**src/rtl/dpalu_pkg.sv**
```systemverilog
package dpalu_pkg;
  typedef enum logic [4:0] {
    OP_AND = 5'd0,  OP_EOR = 5'd1,  OP_SUB = 5'd2,  OP_RSB = 5'd3,
    OP_ADD = 5'd4,  OP_ADC = 5'd5,  OP_SBC = 5'd6,  OP_RSC = 5'd7,
    OP_TST = 5'd8,  OP_TEQ = 5'd9,  OP_CMP = 5'd10, OP_CMN = 5'd11,
    OP_ORR = 5'd12, OP_MOV = 5'd13, OP_BIC = 5'd14, OP_MVN = 5'd15,
    OP_MUL = 5'd16, OP_MLA = 5'd17
  } dp_op_e;

  typedef enum logic [1:0] {CLS_ARITH, CLS_LOGIC, CLS_MUL, CLS_NONE} op_class_e;

  localparam int FLAG_N = 3;
  localparam int FLAG_Z = 2;
  localparam int FLAG_C = 1;
  localparam int FLAG_V = 0;

  function automatic op_class_e op_class(input logic [4:0] op);
    case (op)
      OP_SUB, OP_RSB, OP_ADD, OP_ADC, OP_SBC, OP_RSC, OP_CMP, OP_CMN: return CLS_ARITH;
      OP_AND, OP_EOR, OP_TST, OP_TEQ, OP_ORR, OP_MOV, OP_BIC, OP_MVN: return CLS_LOGIC;
      OP_MUL, OP_MLA:                                                 return CLS_MUL;
      default:                                                        return CLS_NONE;
    endcase
  endfunction

  function automatic logic op_is_test(input logic [4:0] op);
    return (op == OP_TST) || (op == OP_TEQ) || (op == OP_CMP) || (op == OP_CMN);
  endfunction
endpackage

```
**src/rtl/dpalu_rst_sync.sv**
```systemverilog
module dpalu_rst_sync #(
  parameter int STAGES = 2
) (
  input  logic clk,
  input  logic rst_n,
  output logic rst_sync_n
);
  logic [STAGES-1:0] chain_q;

  always_ff @(posedge clk or negedge rst_n) begin
    if (!rst_n) chain_q <= '0;
    else        chain_q <= {chain_q[STAGES-2:0], 1'b1};
  end

  assign rst_sync_n = chain_q[STAGES-1];
endmodule

```
**src/rtl/dpalu_operand.sv**
```systemverilog
module dpalu_operand
  import dpalu_pkg::*;
#(
  parameter int W       = 32,
  parameter int PC_STEP = 4
) (
  input  logic [4:0]   op,
  input  logic [W-1:0] rn,
  input  logic         rn_is_pc,
  input  logic         pc_narrow,
  input  logic [W-1:0] op2,
  input  logic         c_flag,
  output logic [W-1:0] rn_eff,
  output logic [W-1:0] add_a,
  output logic [W-1:0] add_b,
  output logic         add_cin
);
  localparam logic [W-1:0] OFS_WIDE   = W'(2 * PC_STEP);
  localparam logic [W-1:0] OFS_NARROW = W'(PC_STEP);

  logic [W-1:0] pc_ofs;

  always_comb begin
    if (!rn_is_pc)      pc_ofs = '0;
    else if (pc_narrow) pc_ofs = OFS_NARROW;
    else                pc_ofs = OFS_WIDE;
    rn_eff = rn + pc_ofs;
  end

  always_comb begin
    add_a   = rn_eff;
    add_b   = op2;
    add_cin = 1'b0;
    case (op)
      OP_ADD, OP_CMN: add_cin = 1'b0;
      OP_ADC:         add_cin = c_flag;
      OP_SUB, OP_CMP: begin add_b = ~op2;    add_cin = 1'b1;   end
      OP_SBC:         begin add_b = ~op2;    add_cin = c_flag; end
      OP_RSB:         begin add_a = ~rn_eff; add_cin = 1'b1;   end
      OP_RSC:         begin add_a = ~rn_eff; add_cin = c_flag; end
      default: ;
    endcase
  end
endmodule

```
**src/rtl/dpalu_adder.sv**
```systemverilog
module dpalu_adder #(
  parameter int W = 32
) (
  input  logic [W-1:0] a,
  input  logic [W-1:0] b,
  input  logic         cin,
  output logic [W-1:0] sum,
  output logic         cout,
  output logic         ovf
);
  logic [W:0] wide;

  always_comb begin
    wide = {1'b0, a} + {1'b0, b} + {{W{1'b0}}, cin};
    sum  = wide[W-1:0];
    cout = wide[W];
    ovf  = (a[W-1] == b[W-1]) && (sum[W-1] != a[W-1]);
  end
endmodule

```
**src/rtl/dpalu_logic.sv**
```systemverilog
module dpalu_logic
  import dpalu_pkg::*;
#(
  parameter int W = 32
) (
  input  logic [4:0]   op,
  input  logic [W-1:0] rn_eff,
  input  logic [W-1:0] rn_raw,
  input  logic [W-1:0] op2,
  input  logic [W-1:0] rm,
  input  logic [W-1:0] rs,
  output logic [W-1:0] logic_res,
  output logic [W-1:0] mul_res
);
  logic [W-1:0] prod;

  always_comb begin
    case (op)
      OP_AND, OP_TST: logic_res = rn_eff & op2;
      OP_EOR, OP_TEQ: logic_res = rn_eff ^ op2;
      OP_ORR:         logic_res = rn_eff | op2;
      OP_BIC:         logic_res = rn_eff & ~op2;
      OP_MOV:         logic_res = op2;
      OP_MVN:         logic_res = ~op2;
      default:        logic_res = '0;
    endcase
  end

  always_comb begin
    prod    = rm * rs;
    mul_res = (op == OP_MLA) ? prod + rn_raw : prod;
  end
endmodule

```
**src/rtl/dp_alu.sv**
```systemverilog
module dp_alu
  import dpalu_pkg::*;
#(
  parameter int W       = 32,
  parameter int PC_STEP = 4
) (
  input  logic         clk,
  input  logic         rst_n,
  input  logic         valid_i,
  input  logic [4:0]   op_i,
  input  logic [W-1:0] rn_i,
  input  logic         rn_is_pc_i,
  input  logic         pc_narrow_i,
  input  logic [W-1:0] op2_i,
  input  logic         shift_carry_i,
  input  logic [W-1:0] rm_i,
  input  logic [W-1:0] rs_i,
  input  logic         set_flags_i,
  input  logic         rd_is_pc_i,
  input  logic [3:0]   flags_i,
  output logic [W-1:0] result_o,
  output logic         wr_en_o,
  output logic         restore_req_o,
  output logic [3:0]   flags_o
);
  logic         rst_sync_n;
  logic [W-1:0] rn_eff, add_a, add_b, sum, logic_res, mul_res;
  logic         add_cin, cout, ovf;
  op_class_e    cls;
  logic         writes, flag_upd, flags_en;
  logic [3:0]   flags_nx, flags_q;

  dpalu_rst_sync #(.STAGES(2)) u_rst (
    .clk(clk), .rst_n(rst_n), .rst_sync_n(rst_sync_n)
  );

  dpalu_operand #(.W(W), .PC_STEP(PC_STEP)) u_opnd (
    .op(op_i), .rn(rn_i), .rn_is_pc(rn_is_pc_i), .pc_narrow(pc_narrow_i),
    .op2(op2_i), .c_flag(flags_i[FLAG_C]), .rn_eff(rn_eff),
    .add_a(add_a), .add_b(add_b), .add_cin(add_cin)
  );

  dpalu_adder #(.W(W)) u_add (
    .a(add_a), .b(add_b), .cin(add_cin), .sum(sum), .cout(cout), .ovf(ovf)
  );

  dpalu_logic #(.W(W)) u_log (
    .op(op_i), .rn_eff(rn_eff), .rn_raw(rn_i), .op2(op2_i),
    .rm(rm_i), .rs(rs_i), .logic_res(logic_res), .mul_res(mul_res)
  );

  always_comb begin
    cls    = op_class(op_i);
    writes = (cls != CLS_NONE) && !op_is_test(op_i);
    case (cls)
      CLS_ARITH: result_o = sum;
      CLS_LOGIC: result_o = logic_res;
      CLS_MUL:   result_o = mul_res;
      default:   result_o = '0;
    endcase
    wr_en_o       = valid_i && writes;
    restore_req_o = valid_i && writes && set_flags_i && rd_is_pc_i;
    flag_upd      = valid_i && set_flags_i && !restore_req_o && (cls != CLS_NONE);
  end

  // next-state for the flag register
  always_comb begin
    flags_nx = flags_i;
    if (flag_upd) begin
      flags_nx[FLAG_N] = result_o[W-1];
      flags_nx[FLAG_Z] = (result_o == '0);
      case (cls)
        CLS_ARITH: begin
          flags_nx[FLAG_C] = cout;
          flags_nx[FLAG_V] = ovf;
        end
        CLS_LOGIC: flags_nx[FLAG_C] = shift_carry_i;
        default: ;
      endcase
    end
    flags_en = valid_i;
  end

  always_ff @(posedge clk or negedge rst_sync_n) begin
    if (!rst_sync_n)   flags_q <= '0;
    else if (flags_en) flags_q <= flags_nx;
  end

  assign flags_o = flags_q;
endmodule

```
**config.mk**
```make
export PLATFORM = sky130hd
export DESIGN_NAME = dp_alu
export DESIGN_NICKNAME = d
export VERILOG_FILES = /design/src/rtl/dpalu_pkg.sv /design/src/rtl/dpalu_rst_sync.sv /design/src/rtl/dpalu_operand.sv /design/src/rtl/dpalu_adder.sv /design/src/rtl/dpalu_logic.sv /design/src/rtl/dp_alu.sv
export SDC_FILE = /design/constraint.sdc
export NUM_CORES = 2
export LEC_CHECK = 0
export ABC_AREA = 1
export BUFFER_PORTS_ARGS = -buffer_cell sky130_fd_sc_hd__buf_2
export CORE_MARGIN = 2
export CORE_UTILIZATION = 55
export DETAILED_ROUTE_END_ITERATION = 12
export GPL_TIMING_DRIVEN = 1
export MAX_ROUTING_LAYER = met4
export PLACE_DENSITY = 0.78
export SYNTH_ARGS = -nofsm -noshare
export SYNTH_HDL_FRONTEND = slang
export SYNTH_SLANG_ARGS = --single-unit
```
**constraint.sdc**
```tcl
create_clock -name clk -period 24.5 [get_ports clk]
set_clock_uncertainty 0.1 [all_clocks]
set_input_delay 1.225 -clock clk [delete_from_list [all_inputs] [get_ports clk]]
set_output_delay 1.225 -clock clk [all_outputs]
set_load 0.1 [all_outputs]
```
## Word-level counts from Yosys, hierarchy flattened

Memories as Yosys holds them, arrays and structs flattened.
Index checks and enable logic that the tools add are counted.

| storage, ports and cells | value |
|---|---|
| register bits | 6 |
| latch bits | 0 |
| bits in writable memories | 0 |
| bits in read-only memories | 64 |
| input bits | 145 |
| output and inout port bits | 38 |
| logic and storage cells | 67 |
| memories | 1 |

Memories:

| memory | words | bits a word | rd ports | clocked after memory_dff | write ports | RTL line | source |
|---|---|---|---|---|---|---|---|
| (no name shown) | 32 | 2 | 1 | 0 | 0 | dpalu_pkg.sv:18 | `case (op)` |

| operators by class | value |
|---|---|
| add/sub/neg operators | 4 |
| multipliers | 1 |
| div/mod/pow operators | 0 |
| magnitude comparators | 0 |
| eq/ne operators | 20 |
| shift operators | 0 |
| muxes and demuxes | 11 |
| bitwise operators | 6 |
| reduce and logical (&&, ||, !) cells | 22 |

Operators with widths:

| kind | count |
|---|---|
| 32-bit one-hot mux with 6 select lines | 1 |
| 32-bit two-way mux | 4 |
| 32-bit one-hot mux with 3 select lines | 1 |
| 32-bit adder | 2 |
| 32-bit bitwise AND | 2 |
| 32-bit inverter | 2 |
| 5-bit by 4-bit == test with 1-bit output (second input constant) | 8 |
| 32-bit by 32-bit adder with 33-bit output | 1 |
| 33-bit by 1-bit adder with 33-bit output | 1 |
| 32-bit zero test | 1 |
| 32-bit by 32-bit multiplier with 32-bit output | 1 |
| 32-bit bitwise OR | 1 |
| 32-bit XOR | 1 |
| 5-bit by 3-bit == test with 1-bit output (second input constant) | 3 |
| 5-bit by 2-bit == test with 1-bit output (second input constant) | 2 |
| 3-bit OR reduction | 3 |
| 1-bit logical AND | 8 |
| 4-bit two-way mux | 2 |
| 2-bit OR reduction | 3 |
| 5-bit by 1-bit == test with 1-bit output (second input constant) | 1 |
| 5-bit == test (second input constant) | 1 |
| 5-bit zero test | 1 |
| 1-bit one-hot mux with 2 select lines | 2 |
| 1-bit logical OR | 3 |
| other kinds (8) | 9 |

## Depth between registers and ports, before layout

| logic depth | value |
|---|---|
| depth after elaboration | 13 |
| mapped depth | 47 |
| depth with buffers taken out | 45 |

## Hierarchy

Synthesis repeated with hierarchy kept, for this count alone.

| second synthesis, totals | value |
|---|---|
| cells, all modules | 4,100 |
| area total of the unflattened synthesis | 26,434.1 um^2 |

Modules (own cells, without submodules):

| module | instances | cells an instance | area an instance (um^2) |
|---|---|---|---|
| dpalu_logic | 1 | 3,014 | 20,895.0 |
| dpalu_adder | 1 | 425 | 2,192.1 |
| dpalu_operand | 1 | 338 | 1,769.2 |
| dp_alu | 1 | 320 | 1,524.0 |
| dpalu_rst_sync | 1 | 3 | 53.8 |

## Worst setup path before layout

Ideal clock, no wire load.

| timing path | value |
|---|---|
| kind | input to output |
| start | input rs_i[3] |
| end | output result_o[31] |
| data arrival time | 9.226 ns |
| required time | 23.175 ns |
| path slack | 13.949 ns |
| stages | 40 |
| path buffers | 2 |
| path through | clkbuf_1 > buf_1 > nand2_1 > inv_1 > fa_1 > inv_1 > fa_1 > fa_1 > fa_1 > inv_1 > fa_1 > inv_1 > fa_1 > inv_1 > fa_1 > fa_1 > ha_1 > nand2_1 > [4 not listed] > nand3_1 > inv_1 > o21ai_1 > nand2_1 > and2_1 > ha_1 > nand2_1 > nor3_1 > inv_1 > nor3_1 > a21oi_1 > nand2_1 > or2_2 > nand3_1 > inv_1 > nand3_1 > nand3_1 > nand2_1 |

| between the ends | value |
|---|---|
| longest elaborated chain between the ends | 4 |

Ends and longest elaborated chain:

| what | RTL line | source |
|---|---|---|
| start, declared | dp_alu.sv:17 | `input logic [W-1:0] rs_i,` |
| 32-bit by 32-bit multiplier with 32-bit output (*) | dpalu_logic.sv:30 | `prod = rm * rs;` |
| 32-bit adder | dpalu_logic.sv:31 | `mul_res = (op == OP_MLA) ? prod + rn_raw : prod;` |
| 32-bit two-way mux (*) | dpalu_logic.sv:31 |  |
| 32-bit one-hot mux with 3 select lines (*) | dp_alu.sv:55 | `case (cls)` |
| end, declared | dp_alu.sv:21 | `output logic [W-1:0] result_o,` |

Mark *: on every way between the ends. The rest lies on a longest branch, timed or not.

## Worst setup path after layout

| timing path | value |
|---|---|
| start | input rs_i[8] |
| end | output result_o[31] |

Same word-level chain as after synthesis.

==> impl_metrics.toml <==
[run_status]
status = "finished clean"

[flow_run]
cap_violations = 0

[synthesis]
synth-main-ff-cell = "dfrtp_1"
synth_top_cell_by_area = "fa_1"
synthDistinctLibCells = 49
ys.warnings.count = 0
postSynthCellCount = 3919
synth_common_cells = "1,165 x nand2_1, 985 x inv_1, 412 x fa_1"
seq_area_frac_synth_pct = 0.593
syn_area_um2 = 25300
yosysMostFrequentCell = "nand2_1"
synth_edf_count = 0
synth_top_area_share_pct = 32.6
avgSynthCellArea_um2 = 6.46
synth_seq_cells = 6
synthArstFlopShare_pct = 100
synth_nets = 4695
synth.top_cells.by_area = "fa_1 33%, nand2_1 17%, inv_1 15%"

[worst_setup_path]
required_ns = 23.17
cp_top_family = "adder cells"
r2r_setup_slack_ns = 23.61
cp.arrival_ns = 10.10
r2r-start = "u_rst.chain_q[1]"
reg2reg_depth = 1
cp-end-kind = "output pin"
max_stage_delay_ns = 0.59
regToRegEndpoint = "flags_o[1]"
crit_slowest_cell = "fa_1"
startpoint_type = "input pin"
path_buf_inv = 10
worstSetupPathType = "input pin to output pin"
cp_max_fo = 25

[timing]
setup_violations = 0
whs_ns = 0.249
hold_viol_final = 0
finalSetupTns_ns = 0
max_slew.worst_pin.slew_ns = 1.13
slew_headroom_pct = 24.5
fmax_ghz = 0.0875
slew_viol_final = 0
rsz0062_at_grt = "false"
final.period_utilization_pct = 46.6
fin_crit_ns = 11.43

[die]
die_x_um = 219
initial_core_util_pct = 55.8
fp.dieArea_um2 = 47800
io_pins = 183
core_area_um2 = 45400
rows = 78
die_h_um = 219

[global_route]
grt_pass1_wl_um = 124000
grt.overflow.total = 0
grt_max_degree = 36
grt_pass1_vias = 23800
grt_use_total_pct = 34.2
antenna_found_initial = 1

[place]
place_congestion = 1.03
placed_area_um2 = 26500
dp_hpwl_um = 65900
io_buffers = 182

[min_path]
hold_start = "u_rst.chain_q[0]"
min_to = "u_rst.chain_q[1]"
min_path_type = "flop to flop"
hold_depth = 0

[clocking]
cts-root-buf = "clkbuf_16"
cts_resized = 0
cts_tree = "done"
path_clk_slew_ns = 0.03
clockBufferDepth = 2
clock_sinks = 6
cts_buffers = 3
insertion_delay_ns = 0.22
htreeDepth = 1

[route]
ant_nets = 0
initialDrtViolationCount = 2636
drt-pass1-iter-count = 6
finalWirelength_um = 77400
routed_via_density = 5.38
drc = 0
vias = 24700
wl_per_cell_um = 16.9

[cells_and_area]
fin_area_um2 = 26600
multiInputGateArea_um2 = 20900
regArea_um2 = 150
drive_above_1_share_pct = 5.68
fill_cells = 4463
area_delta_synth_final_pct = 5.04
nets = 4757
worst max path at each step:
stage | endpoint | start | depth (start not counted)
final | result_o[31] | rs_i[8] | 38
after floorplan | result_o[31] | rs_i[3] | 40
after detailed placement | result_o[31] | rs_i[8] | 38
after CTS | result_o[31] | rs_i[8] | 38
after global placement | result_o[31] | rs_i[8] | 38
after global routing | result_o[31] | rs_i[8] | 38
routing by layer:
layer	part of all wire (%)	track usage, %	wire length, um
met1	43	46.8	32900
met2	43	51.0	33400
met4	3.4	10.0	2600
met5	0	-	0
met3	11	7.21	8430
cell usage in the layout, fill, tap and decap left out, drive strengths merged, types with 3 or more instances in the layout:
master      n
xor2       88
nor4        3
o2111ai     6
o21a        5
a21o        8
nand3     201
dfrtp       6
nand2    1167
or2        13
nand4      55
buf       190
and2       11
o22ai       4
nor3       28
clkbuf      3
a221oi      3
a21boi      5
nor2      190
a31oi       4
inv       990
nand3b     28
o21ai     151
o211ai     10
a211oi      4
a21oi     134
ha        219
xnor2      15
nor3b       3
fa        412
o21bai     12
state kept, by name, summed over array words and instances (netlist names):
register,count
flags_o,4
u_rst.chain_q,2
cells by family (layout without fill, tap and decap cells):
| kind of cell | count (synthesis) | in the layout | synth area share (%) |
|---|---|---|---|
| flops | 6 | 6 | 0.593 |
| compound gates | 354 | 354 | 7.74 |
| xor+xnor | 103 | 103 | 3.59 |
| simple gates | 1700 | 1700 | 27.8 |
| fa+ha+maj | 631 | 631 | 43.4 |
| other cells | 1 | 2 | 0.0148 |
| buf+inv | 1124 | 1184 | 16.8 |
layout make-up:
cell class                      count  share of cell area [%]
Sequential cell                     6                   0.565
Antenna cell                        1                 0.00941
Multi-Input combinational cell   2789                    78.7
Timing Repair Buffer              191                    3.69
Tap cell                          600                    2.82
Inverter                          990                    14.0
Clock buffer                        3                   0.282
what timing repair did:
item	4_1_cts	5_1_grt
hold buffers	1	0
buffers inserted	0	0
endpoints found under the hold margin	4	0
through the flow:
step | setup slack, ns | util, % | cells
2_1_floorplan | 13.95 | - | 3919
3_3_place_gp | 13.20 | 58.4 | 4575
3_5_place_dp | 13.20 | 58.4 | 4575
4_1_cts | 13.17 | 58.6 | 4579
5_1_grt | 12.50 | 58.6 | 4580
6_report | 13.07 | 58.6 | 4580
Power is left out: the tool's default activity adds up to more than one toggle a clock period on the data nets, which glitch-free logic cannot reach.
